## config.mk

```make
export PLATFORM = sky130hd
export DESIGN_NAME = lowbit_unpack
export DESIGN_NICKNAME = d
export VERILOG_FILES = /design/src/rtl/lowbit_unpack.sv
export SDC_FILE = /design/constraint.sdc
export NUM_CORES = 1
export LEC_CHECK = 0
export ABC_AREA = 1
export ABC_CLOCK_PERIOD_IN_PS = 5550
export BUFFER_PORTS_ARGS = -buffer_cell sky130_fd_sc_hd__buf_2
export CAP_MARGIN = 20
export CORE_MARGIN = 1.5
export CORE_UTILIZATION = 55
export DETAILED_ROUTE_END_ITERATION = 12
export GPL_ROUTABILITY_DRIVEN = 0
export MAX_ROUTING_LAYER = met4
export PLACE_DENSITY = 0.75
export SLEW_MARGIN = 20
export SYNTH_ARGS = -nofsm -noshare
export SYNTH_HDL_FRONTEND = slang
export SYNTH_SLANG_ARGS = --single-unit
```

## constraint.sdc

```tcl
create_clock -name clk -period 5.55 [get_ports clk]
set_clock_uncertainty 0.05 [all_clocks]
set_input_delay 1.11 -clock clk [delete_from_list [all_inputs] [get_ports clk]]
set_output_delay 1.11 -clock clk [all_outputs]
set_load 0.005 [all_outputs]
```

## src/rtl/lowbit_unpack.sv

```systemverilog
module lowbit_unpack #(
  parameter int LANES = 4
) (
  input  logic                  clk,
  input  logic                  rst_n,
  input  logic                  in_valid,
  input  logic                  in_mode,
  input  logic [6*LANES-1:0]    in_word,
  input  logic [7:0]            in_scale,
  output logic                  out_valid,
  output logic                  out_mode,
  output logic [8*LANES-1:0]    out_wt,
  output logic [16*LANES-1:0]   out_prod,
  output logic [7:0]            out_scale
);
  localparam int HI3 = 2*LANES;
  localparam int HI6 = 4*LANES;

  logic [8*LANES-1:0]  wt_d;
  logic [16*LANES-1:0] prod_d;
  logic [7:0]          scale_d;
  logic [6:0]          rnd;

  for (genvar i = 0; i < LANES; i++) begin : g_lane
    logic [2:0]        code3;
    logic [5:0]        code6;
    logic signed [7:0] w3, w6;
    logic signed [15:0] p6;
    assign code3 = {in_word[HI3+i], in_word[2*i+1 -: 2]};
    assign code6 = {in_word[HI6+2*i+1 -: 2], in_word[4*i+3 -: 4]};
    assign w3 = $signed({5'd0, code3}) - 8'sd4;
    assign w6 = $signed({2'd0, code6}) - 8'sd32;
    assign p6 = w6 * $signed(in_scale);
    assign wt_d[8*i +: 8]    = in_mode ? w6 : w3;
    assign prod_d[16*i +: 16] = in_mode ? p6 : 16'd0;
  end

  assign rnd     = {1'b0, in_scale[5:0]} + 7'd1;
  assign scale_d = in_mode ? in_scale : (rnd[6] ? 8'd31 : {3'd0, rnd[5:1]});

  always_ff @(posedge clk) begin
    if (!rst_n) begin
      out_valid <= 1'b0;
      out_mode  <= 1'b0;
      out_wt    <= '0;
      out_prod  <= '0;
      out_scale <= '0;
    end else begin
      out_valid <= in_valid;
      if (in_valid) begin
        out_mode  <= in_mode;
        out_wt    <= wt_d;
        out_prod  <= prod_d;
        out_scale <= scale_d;
      end
    end
  end

  assert_valid_rise_R2: assert property (@(posedge clk) disable iff (!rst_n)
    in_valid |=> out_valid);
  assert_valid_fall_R2: assert property (@(posedge clk) disable iff (!rst_n)
    !in_valid |=> !out_valid);
  assert_mode_tracks_R8: assert property (@(posedge clk) disable iff (!rst_n)
    in_valid |=> out_mode == $past(in_mode));
  assert_scale_narrow_R4: assert property (@(posedge clk) disable iff (!rst_n)
    (out_valid && !out_mode) |-> out_scale <= 8'd31);
  assert_prod_quiet_R5: assert property (@(posedge clk) disable iff (!rst_n)
    (out_valid && !out_mode) |-> out_prod == '0);
  assert_hold_idle_R9: assert property (@(posedge clk) disable iff (!rst_n)
    !in_valid |=> $stable(out_wt) && $stable(out_prod) && $stable(out_scale) && $stable(out_mode));
endmodule

```

==> impl_metrics.csv <==
group,metric,value,unit
final_layout,nNetsFinal,2311,
final_layout,final_cells,2303,
yosys,ys.flop_type,"dfxtp_1",
floorplanning,ios,142,
final_layout,utilization,61.4,%
power_and_ir_drop,leakagePower,8.70,nW
worst_hold_path,min_path_type,"flip-flop to flip-flop",
routing,post-route-drc-count,0,
power_and_ir_drop,cell_internal_pwr,0.00249,W
clock_network,clk_pin_slew,0.07,ns
critical_path,path_buf_inv,7,
placed_design,port_buffers,141,
floorplanning,dieArea,25100,um2
power_and_ir_drop,finalPower,0.00499,W
global_routing,antenna_found_initial,1,
timing,setup_viol,0,
power_and_ir_drop,power.switching,0.00250,W
clock_network,cts_buffers,9,
clock_network,clockRootBuffer,"clkbuf_16",
power_and_ir_drop,power_frac_seq,16.7,%
timing,period_share,91.9,%
power_and_ir_drop,clock_power_share,14.4,%
floorplanning,num_rows,56,
timing,worst_pin_slew,0.637,ns
critical_path,crit_arrival,5.28,ns
yosys,synth_cells,1896,
floorplanning,dieWidth,158,um
critical_path,crit_path_cell_trace,"buf_2, buf_4, nand2_1, inv_1, fa_1, inv_1, fa_1, inv_1, fa_1, inv_1, fa_1, inv_1, ha_1, nand2_1, nor2_1, o21ai_0, nand3_1, nand2_1, nand3_1, a21oi_1",
yosys,yosysSeqAreaShare,14.2,%
timing,maxSlewHeadroom,57.5,%
critical_path,reg2reg_to,"out_wt[30]",
critical_path,timing.rr.start,"out_wt[30]",
clock_network,cts_setup_buffers,0,
routing,routed_wl,33400,um
power_and_ir_drop,p_comb_share,68.9,%
yosys,yosys.area.top_type_share,27.2,%
timing,report.final.slew_viol_count,0,
critical_path,reg2regPathDepth,4,
routing,drtIter0Drc,905,
global_routing,gr-total-overflow,0,
yosys,synth_edf_count,0,
critical_path,worstPathMaxFanout,17,
critical_path,crit_type,"input pin to flip-flop",
clock_network,cts_resized,0,
critical_path,crit_slowest_cell,"fa_1",
placed_design,placed_cells,2286,
routing,detail-route-antenna-nets,0,
critical_path,ff2ff_setup_slack,4.72,ns
routing,routedWlPerCell,14.5,um
global_routing,grt_pass1_wl,55300,um
power_and_ir_drop,power_density,345,nW/um2
yosys,synth_area_leaders,"fa_1, inv_1, dfxtp_1",
clock_network,cts_buffer_depth,2,
clock_network,clkLatencyLatePin,0.36,ns
timing,layout_setup_ws,0.447,ns
yosys,synth_nets,2229,
final_layout,area_growth_syn_to_layout,8.95,%
global_routing,globalRouteTotalUtil,29.0,%
critical_path,startpoint_type,"input pin",
yosys,ys_warn_count,0,
timing,finalSetupTns,0,ns
global_routing,grt_max_degree,60,
critical_path,crit_top_cell,"inv_1",
yosys,synth-async-reset-ratio,0,%
critical_path,required,5.73,ns
floorplanning,die_h,158,um
power_and_ir_drop,switching_share,50.1,%
final_layout,drive_gt1_share,9.63,%
yosys,syn_area,13300,um2
routing,via_per_inst,5.10,
global_routing,grt_pass1_vias,11700,
routing,drt_pass1_iterations,5,
outcome,status,"completed",
timing,clock.fmax,196,MHz
placed_design,hpwlAfterDp,26500,um
power_and_ir_drop,ir_drop,0.250,mV
critical_path,max_stage_delay,0.58,ns
worst_hold_path,min_from,"out_prod[28]",
critical_path,crit_family,"adder cells",
worst_hold_path,min_path_cells,2,
yosys,post_synth.cell_area_avg,6.99,um2
placed_design,dpl_worst_slack,0.143,ns
worst_hold_path,holdPathEnd,"out_prod[28]",
clock_network,cts_tree,"built",
routing,via_count,11800,
yosys,yosys.area.top_type,"fa_1",
clock_network,holdBufCountCts,0,
timing,hold_viol_final,0,
job,max-cap-violations,0,
critical_path,crit_path_end_kind,"flip-flop",
timing,timing.final.crit_period,5.10,ns
floorplanning,core-area,23500,um2
yosys,synth.distinct_cells,38,
clock_network,htreeDepth,3,
floorplanning,initial_core_util,56.3,%
yosys,ys_ff_latch,94,
clock_network,cts_sinks,94,
timing,rsz0062_at_grt,"false",
## Yosys cell counts, drive strengths merged, types with 8 or more instances
master / count
ha: 117
clkbuf: 49
o21ai: 46
a21oi: 124
nand2: 450
fa: 180
nand3: 70
buf: 41
dfxtp: 94
inv: 522
nor2: 132
nand3b: 8
## stage by stage
stage / hold WS, ns / instance area, um2
floorplan: 0.406 / 13300
global placement: 0.398 / 14100
detailed placement: 0.405 / 14100
CTS: 0.416 / 14400
global route: 0.433 / 14400
finish: 0.415 / 14400
## worst max-delay path by stage
stage	startpoint	endpoint	cells after the start
floorplan	in_scale[7]	out_prod[31]	21
global placement	in_scale[7]	out_prod[44]	20
detailed placement	in_scale[7]	out_prod[47]	20
CTS	in_scale[5]	out_prod[9]	17
global route	in_scale[7]	out_prod[47]	21
finish	in_scale[7]	out_prod[44]	20
## sequential cells by signal, summed over array words and instances, names as in the netlist
signal and flops:
out_mode 1, out_scale 8, out_valid 1, out_prod 60, out_wt 24
## worst register-to-register path, cell delays in order, from the launching register on
cell and delay, ns:
dfxtp_1 0.42, nand2_1 0.07, o21ai_0 0.10, nand2_1 0.07, nand2_1 0.07
## power by group through the flow
stage / Sequential, W / Clock (W) / Combinational [W]
after CTS: 0.000835 / 0.000729 / 0.00343
after global routing: 0.000847 / 0.000759 / 0.00401
final: 0.000834 / 0.000718 / 0.00344
after global placement: 0.000848 / 0 / 0.00331
after floorplan: 0.000853 / 0 / 0.00262
after detailed placement: 0.000850 / 0 / 0.00340
## cells by family (layout without fill, tap and decap cells)
family / Yosys count / after routing / share of synthesized area [%]
and+or+nand+nor: 678 / 678 / 20.4
buffers and inverters: 613 / 700 / 18.0
other: 0 / 1 / 0
AOI/OAI and AO/OA: 206 / 206 / 8.67
xor gates and xnor gates: 8 / 8 / 0.528
adders and majority gates: 297 / 297 / 38.2
DFF: 94 / 94 / 14.2
## area by class of cell
| type | instances | area (um2) |
|---|---|---|
| well taps | 319 | 399 |
| repair buffers | 161 | 868 |
| flip-flops and latches | 94 | 1880 |
| diodes | 1 | 2.50 |
| multi-input cells | 1189 | 9000 |
| fillers | 2211 | 9090 |
| clock buffers | 9 | 225 |
| inverters | 523 | 1960 |
| clock inverters | 7 | 109 |
## routing by layer
metal  share of wire [%]  vias up  GRT usage, %
li1                    -     5724             -
met1                  41     5561          36.1
met2                  49      412          48.5
met3                 8.1       54          4.93
met4                 2.4        0          8.46
met5                   0        -             -
## cell usage in the layout (no fill, tap or decap), drive strengths merged, types with 6 or more instances in the layout
master	count
o211ai	6
ha	117
nand3b	8
nor3	7
nand3	70
buf	161
clkbuf	9
a21oi	124
nand2	450
nand4	7
fa	180
nor2	132
inv	522
o21ai	46
dfxtp	94
Note: power is estimated with default switching activity, not from simulation.
